==> src/rtl/sdt_pkg.sv <==
package sdt_pkg;
  typedef enum logic [1:0] {
    LK_MISS = 2'd0,
    LK_PART = 2'd1,
    LK_HIT  = 2'd2
  } lk_class_e;
endpackage

==> src/rtl/sdt_tag_store.sv <==
module sdt_tag_store #(
  parameter int NUM_SETS = 16,
  parameter int NUM_WAYS = 2,
  parameter int TAG_W    = 19,
  localparam int SET_W   = $clog2(NUM_SETS),
  localparam int WAY_W   = (NUM_WAYS > 1) ? $clog2(NUM_WAYS) : 1
) (
  input  logic                clk_i,
  input  logic                rst_ni,
  input  logic [SET_W-1:0]    lk_set_i,
  input  logic [TAG_W-1:0]    lk_tag_i,
  output logic [NUM_WAYS-1:0] lk_match_o,
  input  logic                fl_en_i,
  input  logic [SET_W-1:0]    fl_set_i,
  input  logic [TAG_W-1:0]    fl_tag_i,
  output logic [WAY_W-1:0]    fl_way_o,
  output logic                fl_alloc_o
);
  logic [TAG_W-1:0]    tag_q  [NUM_SETS][NUM_WAYS];
  logic [NUM_WAYS-1:0] tvld_q [NUM_SETS];
  logic [WAY_W-1:0]    rr_q   [NUM_SETS];
  logic [NUM_WAYS-1:0] fl_match;
  logic [WAY_W-1:0]    fl_hit_way;

  for (genvar w = 0; w < NUM_WAYS; w++) begin : g_cmp
    assign lk_match_o[w] = tvld_q[lk_set_i][w] && (tag_q[lk_set_i][w] == lk_tag_i);
    assign fl_match[w]   = tvld_q[fl_set_i][w] && (tag_q[fl_set_i][w] == fl_tag_i);
  end

  always_comb begin
    fl_hit_way = '0;
    for (int w = 0; w < NUM_WAYS; w++)
      if (fl_match[w]) fl_hit_way = WAY_W'(w);
  end

  assign fl_alloc_o = fl_en_i && !(|fl_match);
  assign fl_way_o   = fl_alloc_o ? rr_q[fl_set_i] : fl_hit_way;

  always_ff @(posedge clk_i or negedge rst_ni) begin
    if (!rst_ni) begin
      for (int s = 0; s < NUM_SETS; s++) begin
        tvld_q[s] <= '0;
        rr_q[s]   <= '0;
      end
    end else if (fl_alloc_o) begin
      tvld_q[fl_set_i][rr_q[fl_set_i]] <= 1'b1;
      rr_q[fl_set_i] <= (rr_q[fl_set_i] == WAY_W'(NUM_WAYS - 1)) ? '0 : rr_q[fl_set_i] + 1'b1;
    end
  end

  // tag bits are qualified by tvld_q, no reset needed
  always_ff @(posedge clk_i) begin
    if (fl_alloc_o) tag_q[fl_set_i][rr_q[fl_set_i]] <= fl_tag_i;
  end

  AST_MATCH_ONEHOT: assert property (@(posedge clk_i) disable iff (!rst_ni)
    $onehot0(lk_match_o));

  AST_ALLOC_INSTALLS: assert property (@(posedge clk_i) disable iff (!rst_ni)
    fl_alloc_o |=> tvld_q[$past(fl_set_i)][$past(fl_way_o)]
                   && (tag_q[$past(fl_set_i)][$past(fl_way_o)] == $past(fl_tag_i)));

  if (NUM_WAYS > 1) begin : g_rr_chk
    AST_RR_STEP: assert property (@(posedge clk_i) disable iff (!rst_ni)
      fl_alloc_o |=> rr_q[$past(fl_set_i)] != $past(rr_q[fl_set_i]));
  end

  AST_NO_ALLOC_KEEPS_RR: assert property (@(posedge clk_i) disable iff (!rst_ni)
    (fl_en_i && !fl_alloc_o) |=> rr_q[$past(fl_set_i)] == $past(rr_q[fl_set_i]));
endmodule

==> src/rtl/sdt_frame_store.sv <==
module sdt_frame_store #(
  parameter int NUM_SETS = 16,
  parameter int NUM_WAYS = 2,
  parameter int NUM_SUBS = 8,
  localparam int SET_W   = $clog2(NUM_SETS),
  localparam int SUB_W   = $clog2(NUM_SUBS),
  localparam int WAY_W   = (NUM_WAYS > 1) ? $clog2(NUM_WAYS) : 1
) (
  input  logic             clk_i,
  input  logic             rst_ni,
  input  logic [SET_W-1:0] lk_set_i,
  input  logic [SUB_W-1:0] lk_sub_i,
  output logic             lk_vld_o,
  output logic [WAY_W-1:0] lk_owner_o,
  input  logic             fl_en_i,
  input  logic             fl_alloc_i,
  input  logic [SET_W-1:0] fl_set_i,
  input  logic [SUB_W-1:0] fl_sub_i,
  input  logic [WAY_W-1:0] fl_way_i
);
  logic [NUM_SUBS-1:0] svld_q  [NUM_SETS];
  logic [WAY_W-1:0]    owner_q [NUM_SETS][NUM_SUBS];
  logic [NUM_SUBS-1:0] victim_mask;

  assign lk_vld_o   = svld_q[lk_set_i][lk_sub_i];
  assign lk_owner_o = owner_q[lk_set_i][lk_sub_i];

  // slots owned by a way being overwritten lose validity
  for (genvar s = 0; s < NUM_SUBS; s++) begin : g_vic
    assign victim_mask[s] = fl_alloc_i && (owner_q[fl_set_i][s] == fl_way_i);
  end

  always_ff @(posedge clk_i or negedge rst_ni) begin
    if (!rst_ni) begin
      for (int s = 0; s < NUM_SETS; s++) svld_q[s] <= '0;
    end else if (fl_en_i) begin
      svld_q[fl_set_i] <= (svld_q[fl_set_i] & ~victim_mask) | (NUM_SUBS'(1) << fl_sub_i);
    end
  end

  always_ff @(posedge clk_i) begin
    if (fl_en_i) owner_q[fl_set_i][fl_sub_i] <= fl_way_i;
  end

  AST_FILL_OWNS: assert property (@(posedge clk_i) disable iff (!rst_ni)
    fl_en_i |=> svld_q[$past(fl_set_i)][$past(fl_sub_i)]
                && (owner_q[$past(fl_set_i)][$past(fl_sub_i)] == $past(fl_way_i)));

  AST_NO_FILL_NO_NEW_VALID: assert property (@(posedge clk_i) disable iff (!rst_ni)
    !fl_en_i |=> svld_q[$past(lk_set_i)] == $past(svld_q[lk_set_i]));
endmodule

==> src/rtl/sdt_dir.sv <==
module sdt_dir #(
  parameter int ADDR_W   = 32,
  parameter int LINE_W   = 6,
  parameter int NUM_SETS = 16,
  parameter int NUM_WAYS = 2,
  parameter int NUM_SUBS = 8,
  localparam int SET_W   = $clog2(NUM_SETS),
  localparam int SUB_W   = $clog2(NUM_SUBS),
  localparam int WAY_W   = (NUM_WAYS > 1) ? $clog2(NUM_WAYS) : 1,
  localparam int TAG_W   = ADDR_W - LINE_W - SUB_W - SET_W
) (
  input  logic              clk_i,
  input  logic              rst_ni,
  input  logic              lkp_req_i,
  input  logic [ADDR_W-1:0] lkp_addr_i,
  input  logic              fill_req_i,
  input  logic [ADDR_W-1:0] fill_addr_i,
  output logic              lkp_vld_o,
  output logic              lkp_hit_o,
  output logic              lkp_part_o,
  output logic              lkp_miss_o,
  output logic [WAY_W-1:0]  lkp_way_o,
  output logic [SET_W-1:0]  lkp_frame_o
);
  import sdt_pkg::*;

  localparam int SUB_LO = LINE_W;
  localparam int SET_LO = LINE_W + SUB_W;
  localparam int TAG_LO = SET_LO + SET_W;

  logic [SUB_W-1:0] lk_sub, fl_sub;
  logic [SET_W-1:0] lk_set, fl_set;
  logic [TAG_W-1:0] lk_tag, fl_tag;

  assign lk_sub = lkp_addr_i[SUB_LO +: SUB_W];
  assign lk_set = lkp_addr_i[SET_LO +: SET_W];
  assign lk_tag = lkp_addr_i[TAG_LO +: TAG_W];
  assign fl_sub = fill_addr_i[SUB_LO +: SUB_W];
  assign fl_set = fill_addr_i[SET_LO +: SET_W];
  assign fl_tag = fill_addr_i[TAG_LO +: TAG_W];

  logic [NUM_WAYS-1:0] lk_match;
  logic [WAY_W-1:0]    fl_way;
  logic                fl_alloc;
  logic                lk_sub_vld;
  logic [WAY_W-1:0]    lk_owner;

  sdt_tag_store #(
    .NUM_SETS(NUM_SETS), .NUM_WAYS(NUM_WAYS), .TAG_W(TAG_W)
  ) u_tags (
    .clk_i      (clk_i),
    .rst_ni     (rst_ni),
    .lk_set_i   (lk_set),
    .lk_tag_i   (lk_tag),
    .lk_match_o (lk_match),
    .fl_en_i    (fill_req_i),
    .fl_set_i   (fl_set),
    .fl_tag_i   (fl_tag),
    .fl_way_o   (fl_way),
    .fl_alloc_o (fl_alloc)
  );

  sdt_frame_store #(
    .NUM_SETS(NUM_SETS), .NUM_WAYS(NUM_WAYS), .NUM_SUBS(NUM_SUBS)
  ) u_frames (
    .clk_i      (clk_i),
    .rst_ni     (rst_ni),
    .lk_set_i   (lk_set),
    .lk_sub_i   (lk_sub),
    .lk_vld_o   (lk_sub_vld),
    .lk_owner_o (lk_owner),
    .fl_en_i    (fill_req_i),
    .fl_alloc_i (fl_alloc),
    .fl_set_i   (fl_set),
    .fl_sub_i   (fl_sub),
    .fl_way_i   (fl_way)
  );

  logic [WAY_W-1:0] lk_way;
  lk_class_e        lk_cls;

  always_comb begin
    lk_way = '0;
    for (int w = 0; w < NUM_WAYS; w++)
      if (lk_match[w]) lk_way = WAY_W'(w);
  end

  always_comb begin
    if (!(|lk_match))                        lk_cls = LK_MISS;
    else if (lk_sub_vld && lk_owner == lk_way) lk_cls = LK_HIT;
    else                                     lk_cls = LK_PART;
  end

  logic             vld_q;
  lk_class_e        cls_q;
  logic [WAY_W-1:0] way_q;
  logic [SET_W-1:0] frame_q;

  always_ff @(posedge clk_i or negedge rst_ni) begin
    if (!rst_ni) begin
      vld_q   <= 1'b0;
      cls_q   <= LK_MISS;
      way_q   <= '0;
      frame_q <= '0;
    end else begin
      vld_q <= lkp_req_i;
      if (lkp_req_i) begin
        cls_q   <= lk_cls;
        way_q   <= lk_way;
        frame_q <= lk_set;
      end
    end
  end

  assign lkp_vld_o   = vld_q;
  assign lkp_hit_o   = vld_q && (cls_q == LK_HIT);
  assign lkp_part_o  = vld_q && (cls_q == LK_PART);
  assign lkp_miss_o  = vld_q && (cls_q == LK_MISS);
  assign lkp_way_o   = way_q;
  assign lkp_frame_o = frame_q;

  AST_ONE_CLASS: assert property (@(posedge clk_i) disable iff (!rst_ni)
    lkp_vld_o |-> $countones({lkp_hit_o, lkp_part_o, lkp_miss_o}) == 1);

  AST_REQ_GIVES_RESULT: assert property (@(posedge clk_i) disable iff (!rst_ni)
    lkp_req_i |=> lkp_vld_o);

  AST_IDLE_NO_RESULT: assert property (@(posedge clk_i) disable iff (!rst_ni)
    !lkp_req_i |=> !lkp_vld_o);

  AST_FRAME_FROM_ADDR: assert property (@(posedge clk_i) disable iff (!rst_ni)
    lkp_req_i |=> lkp_frame_o == $past(lk_set));

  AST_MISS_WAY_ZERO: assert property (@(posedge clk_i) disable iff (!rst_ni)
    lkp_miss_o |-> lkp_way_o == '0);
endmodule

==> config.mk <==
export PLATFORM = sky130hd
export DESIGN_NAME = sdt_dir
export DESIGN_NICKNAME = d
export VERILOG_FILES = /design/src/rtl/sdt_pkg.sv /design/src/rtl/sdt_tag_store.sv /design/src/rtl/sdt_frame_store.sv /design/src/rtl/sdt_dir.sv
export SDC_FILE = /design/constraint.sdc
export NUM_CORES = 1
export LEC_CHECK = 0
export BUFFER_PORTS_ARGS = -buffer_cell sky130_fd_sc_hd__buf_2
export CAP_MARGIN = 20
export CORE_MARGIN = 8
export CORE_UTILIZATION = 30
export CTS_CLUSTER_DIAMETER = 100
export CTS_CLUSTER_SIZE = 8
export DETAILED_ROUTE_END_ITERATION = 10
export GPL_TIMING_DRIVEN = 0
export PLACE_DENSITY_LB_ADDON = 0.25
export SETUP_SLACK_MARGIN = 0.05
export SLEW_MARGIN = 15
export SYNTH_ARGS = -nofsm -noshare
export SYNTH_HDL_FRONTEND = slang
export SYNTH_SLANG_ARGS = --single-unit
export TNS_END_PERCENT = 1
==> constraint.sdc <==
create_clock -name clk_i -period 14.2 [get_ports clk_i]
set_input_delay 2.13 -clock clk_i [delete_from_list [all_inputs] [get_ports clk_i]]
set_output_delay 2.13 -clock clk_i [all_outputs]
set_load 0.02 [all_outputs]
==> out/metrics.yaml <==
netlist_area_um2: 46400
crit_slowest_cell: "o41ai_4"
final_common_cell: "edfxtp_1"
report.final.hold_viol_count: 0
gp_congestion: 0.951
holdCritPathClass: "register to register"
cts_max_path_buffers: 3
cts_setup_buffers: 0
htreeDepth: 4
ys_async_sr_fraction_pct: 20.0
place_hpwl_um: 139000
cp_top_family: "buffers and inverters"
status: "complete, no violations"
final_core_util_pct: 35.6
p_per_area_nw_per_um2: 131
peakVddDrop_uv: 108
cts_sinks: 920
synth_warnings: 0
area_growth_pct: 17.9
via_per_inst: 6.01
tritoncts: "done"
dr.first_iter.drc_count: 4743
cts_hold_buf: 0
dpl_cell_area_um2: 50900
place_inst: 5133
critPathMaxStageDelay_ns: 0.98
fin_area_um2: 54800
clk_latency_ns: 0.78
slew_headroom_pct: 17.2
fin_crit_ns: 7.94
row_count: 144
fin_setup_tns_ns: 0
cts_buffers: 133
startpoint_type: "input port"
fmax_mhz: 126
finalSetupViolCount: 0
port_buffers: 53
fp.dieW_um: 409
initial_core_util_pct: 30.2
grt_use_total_pct: 22.4
worstMarginPinSlew_ns: 1.24
slew_viol_final: 0
synth.yosys.seq_area_share_pct: 57.5
boundaryPins: 77
synth_top_area_share_pct: 47.6
ys.flop_type: "edfxtp_1"
grt_pass1_vias: 31280
clock_skew_ns: 0.0394
grt_max_degree: 89
cts_root_buffer: "clkbuf_16"
worstPathCellList: "buf_2 -> buf_2 -> buf_2 -> buf_2 -> buf_2 -> clkbuf_1 -> o21ai_0 -> nor4_1 -> a21oi_1 -> o41ai_4 -> buf_6 -> buf_4 -> nor4_2 -> buf_2 -> buf_4 -> buf_2 -> buf_2"
cp.depth: 17
wl_per_cell_um: 36.2
grt.overflow.total: 0
rsz0062_at_grt: "no"
syn_avg_cell_area_um2: 16.2
clk_pin_slew_ns: 0.05
yosysUniqueCellTypes: 76
wl_um: 193000
syn_inst: 2860
critPathCaptureType: "register"
coreArea_um2: 154000
antenna_found_initial: 12
die_y_um: 409
cp.required_ns: 14.72
cap_violations: 0
final_cell_mix: "edfxtp_1, mux4_2, nand2_1, buf_2, dfrtp_1"
critPathKind: "input port to register"
hold_path_depth: 1
cpMostUsedCell: "buf_2"
preCtsSetupSlack_ns: 5.71
route.detailed.drc: 0
arrival_ns: 8.46
ys_seq_elements: 920
netlist_top_cells_area: "edfxtp_1, mux4_2, dfrtp_1"
rr_worst_depth: 14
cp_max_fo: 10
path_buf_inv: 12
fin_ws_ns: 6.26
period_share_pct: 55.9
fin_nets: 3293
leakage_uw: 0.0188
finalNonFillerCells: 5331
firstDrtPassIters: 6
vias: 32052
grt_pass1_wl_um: 264000
synth_fp_nets: 2928
cts_resized: 0
drive_above_1_share_pct: 32.8
synth_edf_count: 736
antenna_left: 0
dieArea_um2: 168000
yosys.area.top_type: "edfxtp_1"
per-stage QoR:
| step | hold WS [ns] | power (uW) |
|---|---|---|
| 2_1_floorplan | 0.439 | 3780 |
| 3_3_place_gp | 0.459 | 4170 |
| 3_5_place_dp | 0.471 | 4200 |
| 4_1_cts | 0.485 | 7190 |
| 5_1_grt | 0.497 | 7370 |
| 6_report | 0.485 | 7180 |
final cells by class:
type                            count  area, um2
Tap cell                         2044       2560
Antenna cell                        2       5.00
Buffer                            240       1320
Timing Repair Buffer              230       1680
Inverter                           22       82.6
Clock buffer                      182       3600
Clock inverter                     13        233
Multi-Input combinational cell   1678      18600
Sequential cell                   920      26700
Fill cell                       14748      99100
flip-flops by register name, indices dropped and copies added (netlist names):
register / flops
cls_q: 2
lkp_frame_o: 4
u_tags.tag_q: 608
lkp_vld_o: 1
u_frames.svld_q: 128
u_tags.tvld_q: 32
u_tags.rr_q: 16
lkp_way_o: 1
u_frames.owner_q: 128
power by group:
group / switching [uW] / internal [uW] / leakage [uW]
logic: 615 / 400 / 0.00790
clock network: 1250 / 1760 / 0.00184
registers: 91.3 / 3060 / 0.00903
total: 1960 / 5220 / 0.0188
synthesized netlist by cell type, drive strengths merged, types with 6 or more instances:
master   count
and2         9
a22o         6
inv         20
a221oi      10
o31ai      100
a21oi       26
nand2b      23
nand4       10
xnor2       63
mux4       461
or2         30
clkbuf     105
o21ba       14
dfrtp      184
edfxtp     736
nor2       176
a211oi      16
a22oi       25
buf        135
o221ai       7
nand2      209
nor3        29
nor4        39
mux2        33
o22ai       24
nand3       31
a2111oi      8
o21ai       61
a31oi        8
mux2i      157
nor2b       21
xor2        18
per-layer routing:
metal	track usage [%]	wire length [um]	vias up	share of wire (%)
li1	-	-	12368	-
met1	30.5	76900	17134	40
met2	34.1	86500	2147	45
met3	5.64	20500	399	11
met4	9.18	8930	4	4.6
met5	0	23	-	0.012
path summary, 6_finish.rpt:
| check | to | from | slack, ns |
|---|---|---|---|
| worst min-delay path | u_tags.tvld_q[3]$_DFFE_PN0P_ | u_tags.tvld_q[3]$_DFFE_PN0P_ | 0.49 |
| worst max register to register | u_tags.tag_q[2][8]$_DFFE_PP_ | u_tags.tag_q[7][31]$_DFFE_PP_ | 8.93 |
| worst max-delay path | u_tags.tag_q[2][8]$_DFFE_PP_ | fill_addr_i[12] | 6.26 |
| max in group asynchronous | u_tags.tvld_q[9]$_DFFE_PN0P_ | rst_ni | 12.09 |
| min in group asynchronous | u_frames.svld_q[124]$_DFFE_PN0P_ | rst_ni | 1.26 |
| worst min register to register | u_tags.tvld_q[3]$_DFFE_PN0P_ | u_tags.tvld_q[3]$_DFFE_PN0P_ | 0.49 |
worst reg2reg max path: stages, from the launching register on:
cell and delay, ns:
edfxtp_1 0.39, mux4_2 0.58, mux2_2 0.30, a221oi_1 0.55
a21o_1 0.14, nand4_1 0.18, or4_4 0.47, o41ai_4 0.99
buf_6 0.29, buf_4 0.23, nor4_2 0.11, buf_2 0.25
buf_4 0.20, buf_2 0.16, buf_2 0.16
kinds of logic after synthesis:
group                     synth area share, %
DFF                                      57.5
muxes                                    26.5
and+or+nand+nor                          6.02
AOI/OAI and AO/OA                        5.45
buffers and inverters                    2.93
xor gates and xnor gates                 1.53
No activity file was read; power rests on OpenSTA's default activity.
